$ cat src/rtl/tw_steer_pkg.sv
package tw_steer_pkg;

  typedef enum logic [1:0] {
    WM_BYTE  = 2'b00,
    WM_BSEL  = 2'b01,
    WM_WORD  = 2'b10,
    WM_WORD2 = 2'b11
  } wmode_e;

  typedef struct packed {
    logic oe;
    logic wrh_n;
    logic wrl_n;
    logic ub_n;
    logic lb_n;
  } lane_ctl_t;

  localparam lane_ctl_t LANE_IDLE = '{oe: 1'b0, wrh_n: 1'b1, wrl_n: 1'b1,
                                      ub_n: 1'b1, lb_n: 1'b1};

endpackage

$ cat src/rtl/tw_mode_reg.sv
module tw_mode_reg
  import tw_steer_pkg::*;
(
  input  logic       clk,
  input  logic       rst,
  input  logic       load,
  input  logic [1:0] code,
  output wmode_e     mode
);

  always_ff @(posedge clk) begin
    if (rst)       mode <= WM_BYTE;
    else if (load) mode <= wmode_e'(code);
  end

endmodule

$ cat src/rtl/tw_hold_latch.sv
module tw_hold_latch #(
  parameter int DATA_W = 8
) (
  input  logic              clk,
  input  logic              rst,
  input  logic              capture,
  input  logic [DATA_W-1:0] din,
  output logic [DATA_W-1:0] q
);

  always_ff @(posedge clk) begin
    if (rst)          q <= '0;
    else if (capture) q <= din;
  end

endmodule

$ cat src/rtl/tw_lane_decode.sv
module tw_lane_decode
  import tw_steer_pkg::*;
#(
  parameter int DATA_W = 8,
  localparam int BUS_W = 2 * DATA_W
) (
  input  logic              req,
  input  logic              wide,
  input  wmode_e            mode,
  input  logic              odd,
  input  logic [DATA_W-1:0] din,
  input  logic [DATA_W-1:0] held,
  output logic [BUS_W-1:0]  data_nx,
  output lane_ctl_t         ctl_nx,
  output logic              hold_cap
);

  always_comb begin
    data_nx  = '0;
    ctl_nx   = LANE_IDLE;
    hold_cap = 1'b0;
    if (req) begin
      if (!wide) begin
        data_nx      = {{DATA_W{1'b0}}, din};
        ctl_nx.oe    = 1'b1;
        ctl_nx.wrl_n = 1'b0;
      end else begin
        unique case (mode)
          WM_BYTE: begin
            data_nx   = {din, din};
            ctl_nx.oe = 1'b1;
            if (odd) ctl_nx.wrh_n = 1'b0;
            else     ctl_nx.wrl_n = 1'b0;
          end
          WM_BSEL: begin
            data_nx      = {din, din};
            ctl_nx.oe    = 1'b1;
            ctl_nx.wrh_n = 1'b0;
            if (odd) ctl_nx.ub_n = 1'b0;
            else     ctl_nx.lb_n = 1'b0;
          end
          default: begin
            if (!odd) begin
              hold_cap = 1'b1;
            end else begin
              data_nx      = {din, held};
              ctl_nx.oe    = 1'b1;
              ctl_nx.wrh_n = 1'b0;
              ctl_nx.ub_n  = 1'b0;
              ctl_nx.lb_n  = 1'b0;
            end
          end
        endcase
      end
    end
  end

endmodule

$ cat src/rtl/tw_lane_steer.sv
module tw_lane_steer
  import tw_steer_pkg::*;
#(
  parameter int DATA_W = 8,
  parameter int PTR_W  = 21,
  localparam int BUS_W = 2 * DATA_W
) (
  input  logic              clk,
  input  logic              rst,
  input  logic              cfg_we,
  input  logic [1:0]        cfg_mode,
  input  logic              bus_wide,
  input  logic              wr_req,
  input  logic [PTR_W-1:0]  byte_ptr,
  input  logic [DATA_W-1:0] wr_data,
  output logic [BUS_W-1:0]  bus_dout,
  output logic              bus_oe,
  output logic              wr_hi_n,
  output logic              wr_lo_n,
  output logic              ub_n,
  output logic              lb_n,
  output logic              ba0
);

  wmode_e            mode;
  logic [DATA_W-1:0] held;
  logic [BUS_W-1:0]  data_nx;
  lane_ctl_t         ctl_nx;
  lane_ctl_t         ctl_q;
  logic              hold_cap;

  tw_mode_reg u_mode (
    .clk  (clk),
    .rst  (rst),
    .load (cfg_we),
    .code (cfg_mode),
    .mode (mode)
  );

  tw_hold_latch #(.DATA_W(DATA_W)) u_hold (
    .clk     (clk),
    .rst     (rst),
    .capture (hold_cap),
    .din     (wr_data),
    .q       (held)
  );

  tw_lane_decode #(.DATA_W(DATA_W)) u_dec (
    .req      (wr_req),
    .wide     (bus_wide),
    .mode     (mode),
    .odd      (byte_ptr[0]),
    .din      (wr_data),
    .held     (held),
    .data_nx  (data_nx),
    .ctl_nx   (ctl_nx),
    .hold_cap (hold_cap)
  );

  always_ff @(posedge clk) begin
    if (rst) begin
      bus_dout <= '0;
      ctl_q    <= LANE_IDLE;
      ba0      <= 1'b0;
    end else begin
      bus_dout <= data_nx;
      ctl_q    <= ctl_nx;
      ba0      <= byte_ptr[0];
    end
  end

  assign bus_oe  = ctl_q.oe;
  assign wr_hi_n = ctl_q.wrh_n;
  assign wr_lo_n = ctl_q.wrl_n;
  assign ub_n    = ctl_q.ub_n;
  assign lb_n    = ctl_q.lb_n;

endmodule

$ cat config.mk
export PLATFORM = sky130hd
export DESIGN_NAME = tw_lane_steer
export DESIGN_NICKNAME = d
export VERILOG_FILES = /design/src/rtl/tw_steer_pkg.sv /design/src/rtl/tw_mode_reg.sv /design/src/rtl/tw_hold_latch.sv /design/src/rtl/tw_lane_decode.sv /design/src/rtl/tw_lane_steer.sv
export SDC_FILE = /design/constraint.sdc
export NUM_CORES = 1
export LEC_CHECK = 0
export BUFFER_PORTS_ARGS = -buffer_cell sky130_fd_sc_hd__buf_2
export CAP_MARGIN = 20
export CORE_MARGIN = 3
export CORE_UTILIZATION = 40
export DETAILED_ROUTE_END_ITERATION = 7
export HOLD_SLACK_MARGIN = 0.05
export PLACE_DENSITY = 0.7
export SETUP_SLACK_MARGIN = 0.05
export SYNTH_ARGS = -nofsm -noshare
export SYNTH_HDL_FRONTEND = slang
export SYNTH_SLANG_ARGS = --single-unit
$ cat constraint.sdc
create_clock -name clk -period 1.8 [get_ports clk]
set_input_delay 0.27 -clock clk [delete_from_list [all_inputs] [get_ports clk]]
set_output_delay 0.27 -clock clk [all_outputs]
set_load 0.01 [all_outputs]
==> metrics.md, run 1 <==
| Metric | Value |
|---|---|
| Synth warn | 0 |
| Syn Area/Cell | 10.5 um^2 |
| Final WL | 2540 um |
| Hold depth | 3 |
| Pin count of the biggest net entering global routing | 23 |
| RSZ-0062 raised after global routing | false |
| Worst min path class | in2reg |
| Worst Setup Slack, final | 312 ps |
| Post-synthesis compound-gate area fraction | 12.7% |
| Reg-to-reg slack, setup | 310 ps |
| Post-Place Worst Slack | 335 ps |
| Via density | 5.14 |
| Post-synthesis cell count | 118 |
| Placed inst area | 0.00143 mm^2 |
| Number of distinct library cells after synthesis | 22 |
| Pwr per Cell Area | 870 mW/mm^2 |
| Cts-stage hold buffer count | 0 |
| Residual DRC | 0 |
| R2r startpoint | u_mode.mode[1] |
| #FFs+latches synth | 32 |
| Max-capacitance violation count | 0 |
| Tot Pwr | 1.29 mW |
| Max_slew headroom | 50.5% |
| Worst Setup End Kind | register |
| Nets | 190 |
| Slowest stage delay, CP | 660 ps |
| Num CTS Buffers | 5 |
| CP max-delay cell | nor2b_1 |
| Initial core utilization | 43.5% |
| Seq/Total Area, Yosys | 51.7% |
| Min Tclk post-route | 1490 ps |
| Clock Skews | 6.38 ps |
| Cell area after layout | 0.00148 mm^2 |
| Core area | 0.00285 mm^2 |
| WHS Endpoint | u_mode.mode[0] |
| Filler Cells Inserted | 273 |
| CP Cell Sequence | nor2b_1 > nor3b_1 |
| H-tree depth | 2 |
| Detail Route Antenna Nets | 0 |
| Initial drt markers | 13 |
| Total GRT Usage | 15.2% |
| Share of layout cells above drive strength 1 | 34.8% |
| Antenna cells | 0 |
| Setup Fix Bufs, Post-CTS | 0 |
| Synth Area in Adders | 0% |
| Final Hold Fails | 0 |
| Die footprint | 0.00380 mm^2 |
| Commonest cells after routing, fill and taps aside | buf_2 (37), dfxtp_1 (32), nand2b_1 (18) |
| VDD IR-drop max | 0.542 mV |
| Sum Neg Setup Slack | 0 ps |
| Data required time of the worst path | 1980 ps |
| Area growth, synth to finish | 19.7% |
| Post-Synth XOR/XNOR Area | 0% |
| CP Class | reg2reg |
| GPL Wtd Cong | 0.716 |
| Final setup viols | 0 |
| Status | completed |
| Row count | 19 |
| Clock Tree Buf Depth | 2 |
| Avg WL per Cell | 13.7 um |
| Fin cells | 186 |
| Min-delay src | cfg_mode[0] |
| Simple-gate area share of the yosys netlist | 22.9% |
| CTS tree | done |
| Total grt overflow | 0 |
| DP Cell Count | 178 |
| Die Wd | 61.7 um |
| 1st-pass router iterations | 4 |
| FMAX | 672 MHz |
| PortBufs | 37 |
| Commonest non-fill, non-tap cell in the layout | buf_2 |
| Sink Count | 32 |
| Final worst path period share | 82.7% |
| R2R depth | 2 |
| Lkg Pwr | 0.632 nW |
| First-pass GRT wire length | 4070 um |
| Worst skew pair latency | 330 ps |
| Crit Path Max Fanout | 11 |
| Crit path launch type | register |
| Core Util, Final | 52.0% |
| Detailed-route via count | 956 |
| Worst hold slack | 175 ps |
| Reg2reg end | bus_dout[15] |
| Cts repair resizes | 0 |
| Vias in the first global route | 888 |
| Largest family of logic cells by synthesized area | simple AND/OR/NAND/NOR gates |
| Slew @ Worst Pin | 742 ps |
| Root buf cell | clkbuf_4 |
| CP Data Arrival Time | 1670 ps |
| Initial antenna violation count | 0 |
| IO Count | 58 |
| Dpl hpwl | 1730 um |
| Mux cell area share after synthesis | 8.07% |
| Max-slew violations | 0 |
| Die Y | 61.7 um |
| Clk slew on worst S/H paths | 90 ps |
| Mapped Nets | 154 |
| Mapped Area | 0.00124 mm^2 |
==> how the worst max path moves through the flow <==
| stage | startpoint | end | slack [ps] |
|---|---|---|---|
| floorplan | u_mode.mode[0] | lb_n | 850 |
| global placement | u_mode.mode[1] | bus_dout[12] | 430 |
| detailed placement | u_mode.mode[1] | bus_dout[15] | 340 |
| CTS | u_mode.mode[1] | bus_dout[15] | 330 |
| global route | u_mode.mode[1] | bus_dout[15] | 220 |
| finish | u_mode.mode[1] | bus_dout[15] | 310 |
==> per-layer routing <==
layer,share of wire (%),GRT usage (%)
met1,43,17.2
met2,51,25.3
met3,4.8,5.66
met4,1.1,7.27
met5,0,0
==> flip-flops by register name, summed over array words and instances (netlist names) <==
name	flops
bus_oe	1
lb_n	1
wr_lo_n	1
u_hold.q	8
ub_n	1
wr_hi_n	1
bus_dout	16
ba0	1
u_mode.mode	2
==> cell families after synthesis <==
logic type	Yosys count
AOI/OAI and AO/OA	21
buffers and inverters	11
DFF	32
muxes	10
and+or+nand+nor	44
==> Yosys cell counts <==
library cell  count  area share [%]
a21bo_2           8             6.5
a21o_1            2             1.2
a21oi_1           8             3.2
a31oi_1           1            0.50
and4b_1           1            0.81
buf_2             4             1.6
buf_4             1            0.61
buf_6             1            0.91
clkbuf_1          4             1.2
dfxtp_1          32              52
inv_1             1            0.30
mux2i_1          10             8.1
nand2_1           2            0.61
nand2b_1         18             9.1
nand3b_2          1            0.91
nand4_1           8             4.0
nor2_1            3            0.91
nor2b_1           2             1.0
nor3b_1           8             4.8
o2111ai_1         1            0.71
o31ai_1           1            0.61
or3b_1            1            0.71
==> final cells by class <==
| cell class | instances | area (um^2) | area share (%) |
|---|---|---|---|
| inverter | 1 | 3.75 | 0.253 |
| sequential | 32 | 641 | 43.2 |
| clock buffer | 8 | 58.8 | 3.96 |
| timing repair buffer | 39 | 200 | 13.5 |
| multi-input combinational | 75 | 542 | 36.5 |
| tap | 31 | 38.8 | 2.61 |
==> report_power, final <==
group	total, mW	switching, mW	internal, mW
logic	0.131	0.0693	0.0620
clock network	0.421	0.229	0.193
registers	0.739	0.00964	0.729
total	1.29	0.308	0.983
==> critical path, delay by kind of cell, from the launching register on <==
kind	cells	cell delay (ps)
flip-flops	1	530
AND/OR/NAND/NOR	2	810
No activity file was read; power rests on OpenSTA's default activity.
==> run 2, diff against run 1 <==
--- a/config.mk
+++ b/config.mk
@@ -5,13 +5,14 @@
 export SDC_FILE = /design/constraint.sdc
 export NUM_CORES = 1
 export LEC_CHECK = 0
+export ABC_AREA = 1
 export BUFFER_PORTS_ARGS = -buffer_cell sky130_fd_sc_hd__buf_2
 export CAP_MARGIN = 20
 export CORE_MARGIN = 3
 export CORE_UTILIZATION = 40
 export DETAILED_ROUTE_END_ITERATION = 7
 export HOLD_SLACK_MARGIN = 0.05
-export PLACE_DENSITY = 0.7
+export PLACE_DENSITY = 0.74
 export SETUP_SLACK_MARGIN = 0.05
 export SYNTH_ARGS = -nofsm -noshare
 export SYNTH_HDL_FRONTEND = slang
==> constraint.sdc (replaced) <==
create_clock -name clk -period 1.3 [get_ports clk]
set_input_delay 0.195 -clock clk [delete_from_list [all_inputs] [get_ports clk]]
set_output_delay 0.195 -clock clk [all_outputs]
set_load 0.01 [all_outputs]
==> run 2 against run 1 <==
Compared with the run above:
- setup slack worse by 170 ps
- global-route usage up 2.5 points
- power increased by 43%
- clock skew increased by 1.5 ps
- first-iteration DRC count rose to 3.1 times the previous value
- non-clock buffer count grew 4
- register-to-register slack got worse by 170 ps
- via count rose by 15%
- critical path type is now in2reg
- critical endpoint is now u_mode.mode[1]
==> metrics.md, run 2 <==
| Metric | Value |
|---|---|
| Top_reg_cell synth | dfxtp_1 |
| Clock Skews | 7.85 ps (+1.47 ps) |
| FMAX | 866 MHz |
| Core area | 0.00261 mm^2 (-8.4%) |
| Sink Count | 32 (unchanged) |
| Most frequent cells after synthesis | dfxtp_1 (32), inv_1 (30), nand2_1 (22), nor2_1 (22), nor3_1 (16) |
| Switching power share of the total | 24.4% (+0.53 points) |
| Fin cells | 229 (+23%) |
| Worst hold slack | 135 ps (-40.0 ps) |
| Synth warn | 0 (unchanged) |
| Tot Pwr | 1.85 mW (+43%) |
| Die footprint | 0.00358 mm^2 (-5.9%) |
| Core Util, Final | 57.0% (+5.0 points) |
| Share of the synthesized area in the top cell type | 55.3% (+3.6 points) |
| Worst min path class | in2reg |
| Initial antenna violation count | 0 (unchanged) |
| Clock Tree Buf Depth | 2 (unchanged) |
| Max_slew headroom | 84.0% (+34 points) |
| Mapped Nets | 188 (+22%) |
| Row count | 18 (-1) |
| Avg WL per Cell | 12.2 um (-11%) |
| GPL Wtd Cong | 0.826 (+15%) |
| Largest registers | bus_dout: 16 flops, u_hold.q: 8 flops, u_mode.mode: 2 flops |
| Worst Setup End Kind | register |
| First-pass GRT wire length | 4560 um (+12%) |
| Initial core utilization | 44.3% (+0.88 points) |
| Seq/Total Area, Yosys | 55.3% (+3.6 points) |
| Pwr per Cell Area | 1240 mW/mm^2 (+43%) |
| Commonest non-fill, non-tap cell in the layout | buf_2 |
| Top reg by flops | bus_dout |
| Share of layout cells above drive strength 1 | 27.6% (-7.2 points) |
| EDFF count, synth | 0 (unchanged) |
| Max reg flops | 16 (unchanged) |
| Initial drt markers | 40 (+27) |
| IO Count | 58 (unchanged) |
| PortBufs | 37 (unchanged) |
| Sequential Power Share | 55.5% (-1.7 points) |
| Die Wd | 59.8 um (-3.0%) |
| Psw | 0.451 mW (+47%) |
| Number of distinct library cells after synthesis | 14 (-36%) |
| Antenna cells | 0 (unchanged) |
| Min Tclk post-route | 1150 ps |
| Mapped Area | 0.00116 mm^2 (-6.6%) |
| Final WL | 2790 um (+9.8%) |
| Leading area contributor after synthesis | dfxtp_1 |
| 1st-pass router iterations | 4 (unchanged) |
| Syn Area/Cell | 7.62 um^2 (-27%) |
| Worst skew pair latency | 330 ps (about the same) |
| Most common cell in the netlist | dfxtp_1 |
| VDD IR-drop max | 0.950 mV (+75%) |
| Final worst path period share | 88.8% |
| Crit path launch type | primary input |
| Max-slew violations | 0 (unchanged) |
| CTS tree | done |
| Top cells by area, synth | dfxtp_1 (55%), inv_1 (9.7%), nand2_1 (7.1%), nor2_1 (7.1%), nor3_1 (6.9%) |
| Max-capacitance violation count | 0 (unchanged) |
| Final Hold Fails | 0 (unchanged) |
| FFs w/ async S/R, synth | 0% (unchanged) |
| Data required time of the worst path | 1560 ps (-420 ps) |
| DP Cell Count | 220 (+24%) |
| CP Data Arrival Time | 1420 ps (-250 ps) |
| Commonest cells after routing, fill and taps aside | buf_2 (37), dfxtp_1 (32), inv_1 (30) |
| Detail Route Antenna Nets | 0 (unchanged) |
| Pin count of the biggest net entering global routing | 13 (-43%) |
| Combinational power share | 11.1% (+0.9 points) |
| Post-synthesis cell count | 152 (+29%) |
| RSZ-0062 raised after global routing | false |
| Die Y | 59.8 um (-3.0%) |
| Clk slew on worst S/H paths | 100 ps (about the same) |
| H-tree depth | 2 (unchanged) |
| Total GRT Usage | 17.7% (+2.5 points) |
| Status | completed |
| Lkg Pwr | 0.768 nW (+22%) |
| Slew @ Worst Pin | 237 ps (-505 ps) |
| Dpl hpwl | 2040 um (+18%) |
| Crit Path Max Fanout | 11 (unchanged) |
| Area growth, synth to finish | 28.5% |
| Nets | 235 (+24%) |
| Residual DRC | 0 (unchanged) |
| CP Class | in2reg |
| Root buf cell | clkbuf_4 |
| Vias in the first global route | 1063 (+20%) |
| Via density | 4.82 (-6.2%) |
| Sum Neg Setup Slack | 0 ps (unchanged) |
| Detailed-route via count | 1104 (+15%) |
| #FFs+latches synth | 32 (unchanged) |
| Num CTS Buffers | 5 (unchanged) |
| Internal power | 1.40 mW (+42%) |
| Total grt overflow | 0 (unchanged) |
| Clock network fraction of design power | 33.4% (+0.8 points) |
| Final setup viols | 0 (unchanged) |
-- run 2: changes by cell type after synthesis, moves of 10 or more --
cell,change
inv_1,+29
nand2_1,+20
nor2_1,+19
nand2b_1,-18
nor3_1,+16
mux2i_1,-10
-- run 2: worst paths after layout --
path | start | endpoint | slack, ps | cells after the start
setup / recovery | rst | u_mode.mode[1] | 150 | 6
hold reg to reg | u_mode.mode[0] | u_mode.mode[0] | 480 | 2
hold / removal | bus_wide | wr_lo_n | 140 | 3
setup reg to reg | u_mode.mode[1] | u_hold.q[5] | 150 | 5
-- run 2: power groups by stage --
stage	Combinational [mW]	Clock [mW]	Sequential [mW]
floorplan	0.0972	0	1.07
global placement	0.191	0	1.05
detailed placement	0.197	0	1.05
CTS	0.201	0.634	1.03
global route	0.231	0.669	1.03
finish	0.206	0.618	1.03
-- run 2: metal layers --
layer	GRT usage, %	vias to the layer above	routed length [um]
li1	-	560	-
met3	5.62	7	217
met1	19.3	499	1070
met5	0	-	0
met4	10.1	0	59
met2	29.8	38	1450
-- run 2: final cells by class --
cell class | instances | area [um^2]
Inverter | 31 | 116
Sequential cell | 32 | 641
Timing Repair Buffer | 43 | 233
Clock buffer | 7 | 65.1
Multi-Input combinational cell | 86 | 397
Fill cell | 228 | 1120
Tap cell | 30 | 37.5
-- run 2: metrics by stage --
step / instance area [um^2] / setup slack (ps)
6_report: 1490 / 145
5_1_grt: 1490 / 58.4
4_1_cts: 1470 / 110
3_5_place_dp: 1400 / 154
3_3_place_gp: 1400 / 208
2_1_floorplan: 1160 / 318
-- run 2: critical path: stages --
cell,delay (ps)
dlygate4sd3_1,550
buf_2,150
inv_1,90
buf_4,190
o21ai_0,110
a21oi_1,140
-- run 2: repair_timing --
item                                    CTS  global route
buffers inserted                          0             1
hold endpoints to repair                  1             0
hold buffers                              1             0
gates resized for setup                   0             3
endpoints found under the setup margin    0            16
-- run 2: kinds of logic (layout without fill, tap and decap cells) --
family,after synthesis,count (layout),share of synthesized area (%)
AND/OR/NAND/NOR,72,72,27.1
buffers and inverters,34,81,11.3
flip-flops,32,32,55.3
AO/OA/AOI/OAI,14,14,6.26
